### config.mk
export PLATFORM = sky130hd
export DESIGN_NAME = gpio_port
export DESIGN_NICKNAME = d
export VERILOG_FILES = /design/src/rtl/gpio_port_pkg.sv /design/src/rtl/gpio_cfg_bank.sv /design/src/rtl/gpio_pin_drive.sv /design/src/rtl/gpio_in_sample.sv /design/src/rtl/gpio_port.sv
export SDC_FILE = /design/constraint.sdc
export NUM_CORES = 1
export LEC_CHECK = 0
export CORE_UTILIZATION = 43
export DETAILED_ROUTE_END_ITERATION = 6
export PLACE_DENSITY = 0.77
export SKIP_CTS_REPAIR_TIMING = 1
export SKIP_LAST_GASP = 1
export SLEW_MARGIN = 0
export SYNTH_ARGS = -nofsm -noshare
export SYNTH_HDL_FRONTEND = slang
export SYNTH_SLANG_ARGS = --single-unit
### constraint.sdc
create_clock -name clk -period 1.42 [get_ports clk]
set_input_delay 0.213 -clock clk [delete_from_list [all_inputs] [get_ports clk]]
set_output_delay 0.213 -clock clk [all_outputs]
set_load 0.005 [all_outputs]
### src/rtl/gpio_port_pkg.sv
package gpio_port_pkg;

    localparam int NPINS        = 16;
    localparam int DATA_W       = 32;
    localparam int FIELD_W      = 4;
    localparam int PINS_PER_CFG = DATA_W / FIELD_W;
    localparam int NCFG         = NPINS / PINS_PER_CFG;
    localparam int ADDR_W       = 3;

    localparam logic [ADDR_W-1:0] A_CFG_LO = 3'd0;
    localparam logic [ADDR_W-1:0] A_CFG_HI = 3'd1;
    localparam logic [ADDR_W-1:0] A_IN     = 3'd2;
    localparam logic [ADDR_W-1:0] A_OUT    = 3'd3;
    localparam logic [ADDR_W-1:0] A_SETCLR = 3'd4;
    localparam logic [ADDR_W-1:0] A_CLR    = 3'd5;

    // Reset nibble: kind 01 (floating), direction 00 (input)
    localparam logic [FIELD_W-1:0] FIELD_RST = 4'b0100;
    localparam logic [DATA_W-1:0]  CFG_RST   = {PINS_PER_CFG{FIELD_RST}};

    typedef enum logic [1:0] {
        K_ANALOG = 2'b00,
        K_FLOAT  = 2'b01,
        K_PULLUP = 2'b10,
        K_PULLDN = 2'b11
    } in_kind_e;

    typedef struct packed {
        logic [1:0] kind;
        logic [1:0] dir;
    } pin_field_t;

    typedef struct packed {
        logic drive;
        logic open_drain;
        logic alt;
        logic analog;
        logic pu;
        logic pd;
    } pin_ctl_t;

    function automatic pin_ctl_t decode_field(input pin_field_t f);
        pin_ctl_t c;
        c = '0;
        if (f.dir != 2'b00) begin
            c.drive      = 1'b1;
            c.open_drain = f.kind[0];
            c.alt        = f.kind[1];
        end else begin
            unique case (in_kind_e'(f.kind))
                K_ANALOG: c.analog = 1'b1;
                K_PULLUP: c.pu     = 1'b1;
                K_PULLDN: c.pd     = 1'b1;
                default:  ;
            endcase
        end
        return c;
    endfunction

endpackage

### src/rtl/gpio_cfg_bank.sv
module gpio_cfg_bank
    import gpio_port_pkg::*;
(
    input  logic                          clk,
    input  logic                          rst,
    input  logic                          wr,
    input  logic [ADDR_W-1:0]             addr,
    input  logic [DATA_W-1:0]             wdata,
    output logic [NCFG-1:0][DATA_W-1:0]   cfg_words,
    output logic [NPINS-1:0][FIELD_W-1:0] fields,
    output logic [NPINS-1:0]              odr
);

    // Configuration words, one per group of PINS_PER_CFG pins
    for (genvar k = 0; k < NCFG; k++) begin : g_cfg
        logic [DATA_W-1:0] word_q;
        always_ff @(posedge clk) begin
            if (rst)
                word_q <= CFG_RST;
            else if (wr && addr == A_CFG_LO + ADDR_W'(k))
                word_q <= wdata;
        end
        assign cfg_words[k] = word_q;
        for (genvar j = 0; j < PINS_PER_CFG; j++) begin : g_fld
            assign fields[k*PINS_PER_CFG + j] = word_q[j*FIELD_W +: FIELD_W];
        end
    end

    // Output data register with atomic set/clear paths
    logic [NPINS-1:0] set_m, clr_m, odr_d;

    always_comb begin
        set_m = '0;
        clr_m = '0;
        odr_d = odr;
        if (wr) begin
            unique case (addr)
                A_OUT:    odr_d = wdata[NPINS-1:0];
                A_SETCLR: begin
                    set_m = wdata[NPINS-1:0];
                    clr_m = wdata[2*NPINS-1:NPINS];
                end
                A_CLR:    clr_m = wdata[NPINS-1:0];
                default:  ;
            endcase
            if (addr == A_SETCLR || addr == A_CLR)
                odr_d = (odr & ~clr_m) | set_m;
        end
    end

    always_ff @(posedge clk) begin
        if (rst)
            odr <= '0;
        else
            odr <= odr_d;
    end

endmodule

### src/rtl/gpio_pin_drive.sv
module gpio_pin_drive
    import gpio_port_pkg::*;
(
    input  logic [FIELD_W-1:0] field,
    input  logic               odr_bit,
    input  logic               alt_bit,
    output logic               pad_out,
    output logic               pad_oe,
    output logic               pu_en,
    output logic               pd_en,
    output logic               alt_en,
    output logic               analog
);

    pin_ctl_t ctl;
    logic     src;

    always_comb begin
        ctl    = decode_field(pin_field_t'(field));
        src    = ctl.alt ? alt_bit : odr_bit;
        pad_out = 1'b0;
        pad_oe  = 1'b0;
        if (ctl.drive) begin
            if (ctl.open_drain) begin
                pad_out = 1'b0;
                pad_oe  = ~src;
            end else begin
                pad_out = src;
                pad_oe  = 1'b1;
            end
        end
        pu_en  = ctl.pu;
        pd_en  = ctl.pd;
        alt_en = ctl.drive & ctl.alt;
        analog = ctl.analog;
    end

endmodule

### src/rtl/gpio_in_sample.sv
module gpio_in_sample
    import gpio_port_pkg::*;
(
    input  logic             clk,
    input  logic             rst,
    input  logic [NPINS-1:0] levels,
    input  logic [NPINS-1:0] analog_mask,
    output logic [NPINS-1:0] idr
);

    always_ff @(posedge clk) begin
        if (rst)
            idr <= '0;
        else
            idr <= levels & ~analog_mask;
    end

endmodule

### src/rtl/gpio_port.sv
module gpio_port
    import gpio_port_pkg::*;
(
    input  logic              clk,
    input  logic              rst,
    input  logic              bus_wr,
    input  logic [ADDR_W-1:0] bus_addr,
    input  logic [DATA_W-1:0] bus_wdata,
    output logic [DATA_W-1:0] bus_rdata,
    input  logic [NPINS-1:0]  pad_in,
    input  logic [NPINS-1:0]  alt_out,
    output logic [NPINS-1:0]  pad_out,
    output logic [NPINS-1:0]  pad_oe,
    output logic [NPINS-1:0]  pull_up_en,
    output logic [NPINS-1:0]  pull_dn_en,
    output logic [NPINS-1:0]  alt_sel
);

    logic [NCFG-1:0][DATA_W-1:0]   cfg_words;
    logic [NPINS-1:0][FIELD_W-1:0] fields;
    logic [NPINS-1:0]              odr;
    logic [NPINS-1:0]              idr;
    logic [NPINS-1:0]              analog_mask;

    gpio_cfg_bank u_bank (
        .clk       (clk),
        .rst       (rst),
        .wr        (bus_wr),
        .addr      (bus_addr),
        .wdata     (bus_wdata),
        .cfg_words (cfg_words),
        .fields    (fields),
        .odr       (odr)
    );

    for (genvar p = 0; p < NPINS; p++) begin : g_pin
        gpio_pin_drive u_drv (
            .field   (fields[p]),
            .odr_bit (odr[p]),
            .alt_bit (alt_out[p]),
            .pad_out (pad_out[p]),
            .pad_oe  (pad_oe[p]),
            .pu_en   (pull_up_en[p]),
            .pd_en   (pull_dn_en[p]),
            .alt_en  (alt_sel[p]),
            .analog  (analog_mask[p])
        );
    end

    gpio_in_sample u_in (
        .clk         (clk),
        .rst         (rst),
        .levels      (pad_in),
        .analog_mask (analog_mask),
        .idr         (idr)
    );

    always_comb begin
        bus_rdata = '0;
        unique case (bus_addr)
            A_CFG_LO: bus_rdata = cfg_words[0];
            A_CFG_HI: bus_rdata = cfg_words[NCFG-1];
            A_IN:     bus_rdata = {{(DATA_W-NPINS){1'b0}}, idr};
            A_OUT:    bus_rdata = {{(DATA_W-NPINS){1'b0}}, odr};
            default:  bus_rdata = '0;
        endcase
    end

endmodule

==> Yosys cells after proc, flatten, opt, wreduce, memory -nomap -nowiden <==
Cells that the tools add are included.
{ "totals": {"wordCells": 283, "regBits": 96, "output_inout_bits": 112} }
{ "classes": {"eq_ne": 37, "n_mux": 167, "reduce_logical": 38, "bitwise_logic": 37} }
{ "op_table": {"columns": ["operator", "n"], "rows": [
  ["1-bit two-way mux", 128],
  ["32-bit one-hot mux with 4 select lines", 1],
  ["3-bit two-way mux", 32],
  ["16-bit two-way mux", 5],
  ["2-bit == test (second input constant)", 32],
  ["2-bit nonzero test", 17],
  ["16-bit AND", 2],
  ["2-bit zero test", 16],
  ["16-bit inverter", 2],
  ["16-bit one-hot mux with 2 select lines", 1],
  ["1-bit AND", 16],
  ["1-bit inverter", 16],
  ["16-bit OR", 1],
  ["3-bit by 2-bit == test with 1-bit output (second input constant)", 2],
  ["3-bit == test (second input constant)", 2],
  ["3-bit by 1-bit == test with 1-bit output (second input constant)", 1],
  ["3-bit zero test", 1],
  ["1-bit logical AND", 2],
  ["2-bit AND reduction", 1],
  ["1-bit logical OR", 1]
]} }

==> Longest topological paths before layout <==
{ "logic_depth": {"depth_word": 7, "mapped_depth": 6} }

==> Cells and area by module <==
A second synthesis with hierarchy kept.
{ "unflattened": {"cells_unflattened": 671, "hier_area_um2": 6049.6} }
{ "modules_own_cells": {"columns": ["mod", "cells_per_inst", "area_per_inst_um2", "instances"], "rows": [
  ["gpio_cfg_bank", 415, 3527.1, 1],
  ["gpio_pin_drive", 8, 77.6, 16],
  ["gpio_port", 94, 759.5, 1],
  ["gpio_in_sample", 34, 521.8, 1]
]} }

==> Least setup slack after synthesis <==
Ideal clock, no wire load.
{ "synth_path": {"path_kind": "input to output", "from": "input port bus_addr[0]", "to": "output port bus_rdata[10]", "path_slack_ns": -0.011, "cell_stages": 4, "required_ns": 1.207, "arrival_ns": 1.218, "n_path_buf": 2, "path_cell_list": "buf_4 buf_4 mux4_2 nor2b_1"} }
{ "synth_via": {"elab_chain_cells": 2} }
{ "synth_rtl": {"columns": ["element", "line_no", "text"], "rows": [
  ["start, declared", "gpio_port.sv:7", "input logic [ADDR_W-1:0] bus_addr,"],
  ["3-bit by 2-bit == test with 1-bit output, or another cell as far along", "gpio_port.sv:60", "unique case (bus_addr)"],
  ["32-bit one-hot mux with 4 select lines (*)", "gpio_port.sv:60", null],
  ["end, declared", "gpio_port.sv:9", "output logic [DATA_W-1:0] bus_rdata,"]
]} }
Mark *: on every way between the ends. The rest lies on a longest branch, timed or not.

==> Final worst setup path <==
{ "layout_path": {"from": "register u_bank.g_cfg[1].word_q[0]", "to": "output port bus_rdata[0]"} }
{ "layout_via": {"elab_chain_cells": 1} }
{ "layout_rtl": {"columns": ["element", "line_no", "text"], "rows": [
  ["start, declared", "gpio_cfg_bank.sv:16", "logic [DATA_W-1:0] word_q;"],
  ["start signal, assigned", "gpio_cfg_bank.sv:21", "word_q <= wdata;"],
  ["32-bit one-hot mux with 4 select lines", "gpio_port.sv:60", null]
]} }
Every way passes these cells.

==> results_dict.tcl <==
set metrics [dict create \
    finalSetupViolCount 54 \
    report.final.slew_viol_count 0 \
    status "finished with violations" \
    clkLatencyLatePin_ns 0.35 \
    synth_nets 832 \
    layout_setup_ws_ns -0.262 \
    cp_top_family "multiplexers" \
    grt_pass1_vias 5614 \
    yosys_warnings 0 \
    hold_class "primary input to flip-flop" \
    track_usage_pct 26.4 \
    overflow 0 \
    slowest_delay_ns 0.45 \
    antenna_left 0 \
    mostFrequentLayoutCells "nand2_1, buf_4, a21oi_1" \
    die_area_um2 14500 \
    htree_levels 3 \
    dp_hpwl_um 13900 \
    violations "negative setup slack" \
    ioPinCount 182 \
    vias 6211 \
    rsz0062_at_grt "true" \
    cts.sinks 96 \
    use_met3_pct 5.42 \
    tightest_slew_ns 0.652 \
    final_util_pct 69.0 \
    cts_tree "done" \
    gr-usage-met2_pct 44.7 \
    worst-path-max-fanout 3 \
    ff2ff_setup_slack_ns 0.28 \
    start_kind "flip-flop" \
    clock-skew-final_ns 0.00463 \
    die_w_um 120 \
    final_layout_size_suffix_gt1_share_pct 39.9 \
    drc 0 \
    crit_path_top_delay_cell "mux4_2" \
    drt_iter0_markers 445 \
    fin_nets 1056 \
    synthCells 762 \
    yosysSeqAreaShare_pct 31.9 \
    powerDensity_nw_per_um2 745 \
    first_pass_iters 5 \
    dp.cells 1124 \
    via_per_inst 5.32 \
    power.leakage_uw 0.00487 \
    numPortBuffers 181 \
    critPathKind "flip-flop to output pin" \
    layoutNonFillerInstCount 1167 \
    timing.fmax_ghz 0.595 \
    cp.required_ns 1.21 \
    end_kind "output pin" \
    final.min_clock_period_ns 1.68 \
    cts_root_buf "clkbuf_16" \
    hold_viol 0 \
    grt_most_used_layer "met2" \
    drt-total-wl_um 20900 \
    n_antenna_cell 0 \
    cts_buffers 9 \
    grt_max_degree 53 \
    core-area_um2 13500 \
    cp.arrival_ns 1.47 \
    ys_types 31 \
    place_ws_ns -0.590 \
    peakVddDrop_mv 0.561 \
    place.gp.congestion 0.826 \
    critPathBufInv 1 \
    cts_buffer_depth 2 \
    die_h_um 120 \
    maxCapViolCount 0 \
    ys_ff_latch 96 \
    wl_per_cell_um 17.9 \
    start_util_pct 44.7 \
    grt_pass1_wl_um 29600 \
    grtUsageMet1_pct 34.5 \
    relSlewSlack_pct 56.5 \
    hold_slack_ns 0.308 \
    antenna_found_initial 0 \
    fin_crit_sh_pct 118 \
    syn_area_um2 6020 \
    syn_area_per_cell_um2 7.90 \
    path_clk_slew_ns 0.07 \
    cp_cell_sequence "mux4_2, nor2b_1, dlymetal6s2s_1" \
    core.rowCount 42 \
    layout_commonest_cell "nand2_1" \
    syn_to_final_growth_pct 54.3 \
]
==> cell usage after synthesis (all sizes together) <==
library cell,n,area (µm²)
nor2b,34,213
nor4b,1,15.0
nand2,160,601
nand4bb,1,11.3
and2,16,100
mux2i,18,180
clkbuf,20,75.1
or2,1,6.26
nor3b,15,124
nand3,16,80.1
nor2,67,251
o211a,1,17.5
o21ai,16,80.1
mux4,16,360
and3b,17,149
a221o,16,160
nor4bb,1,10.0
or4b,1,13.8
mux2,14,158
and2b,1,7.51
a21oi,78,390
buf,105,781
nand2b,16,100
inv,1,3.75
nor3,2,10.0
dfxtp,96,1920
and3,32,200
==> cell families (layout without fill, tap and decap cells) <==
group / after synthesis / in the layout / share of synthesized area [%]
flip-flops: 96 / 96 / 31.9
multiplexers: 48 / 48 / 11.6
AO/OA/AOI/OAI: 111 / 111 / 10.8
AND/OR/NAND/NOR: 381 / 382 / 31.4
buffers and inverters: 126 / 354 / 14.3
==> cell type report <==
type,count,area [µm²]
Clock buffer,11,243
Clock inverter,5,80.1
Fill cell,1091,4170
Inverter,1,3.75
Multi-Input combinational cell,541,3630
Sequential cell,96,2070
Tap cell,176,220
Timing Repair Buffer,337,3040
==> report_power, final <==
part	internal, µW	switching (µW)
registers	2780	92.0
clock network	1590	1080
logic	786	590
==> state kept, by name (all words and copies together), names as in the netlist <==
register             flops
u_bank.odr              16
u_in.idr                16
u_bank.g_cfg.word_q     64
==> tightest hold or removal path, stage by stage <==
cell and delay (ns):
buf_2 0.14, buf_4 0.22, a21oi_1 0.05
==> final timing paths <==
check	from	to	depth (start not counted)
worst max-delay path	u_bank.g_cfg[1].word_q[0]$_SDFFE_PP0P_	bus_rdata[0]	3
worst min-delay path	rst	u_bank.g_cfg[0].word_q[31]$_SDFFE_PP0P_	3
worst max register to register	u_bank.odr[14]$_SDFFE_PP0P_	u_bank.odr[14]$_SDFFE_PP0P_	5
worst min register to register	u_bank.g_cfg[0].word_q[5]$_SDFFE_PP0P_	u_bank.g_cfg[0].word_q[5]$_SDFFE_PP0P_	2
==> per-layer routing <==
| layer | share of wire (%) | wire (µm) |
|---|---|---|
| met1 | 42 | 8690 |
| met2 | 50 | 10300 |
| met3 | 7.0 | 1470 |
| met4 | 1.7 | 362 |
| met5 | 0 | 0 |
==> per-stage QoR <==
step | area, µm² | total power (µW) | setup TNS, ns
floorplan | 6020 | 3470 | 0
global placement | 8270 | 4140 | -51.18
detailed placement | 8270 | 4160 | -54.62
CTS | 8590 | 6800 | -55.04
global route | 9290 | 7150 | -10.91
finish | 9290 | 6920 | -8.18
Power figures use the tool's default switching activity.
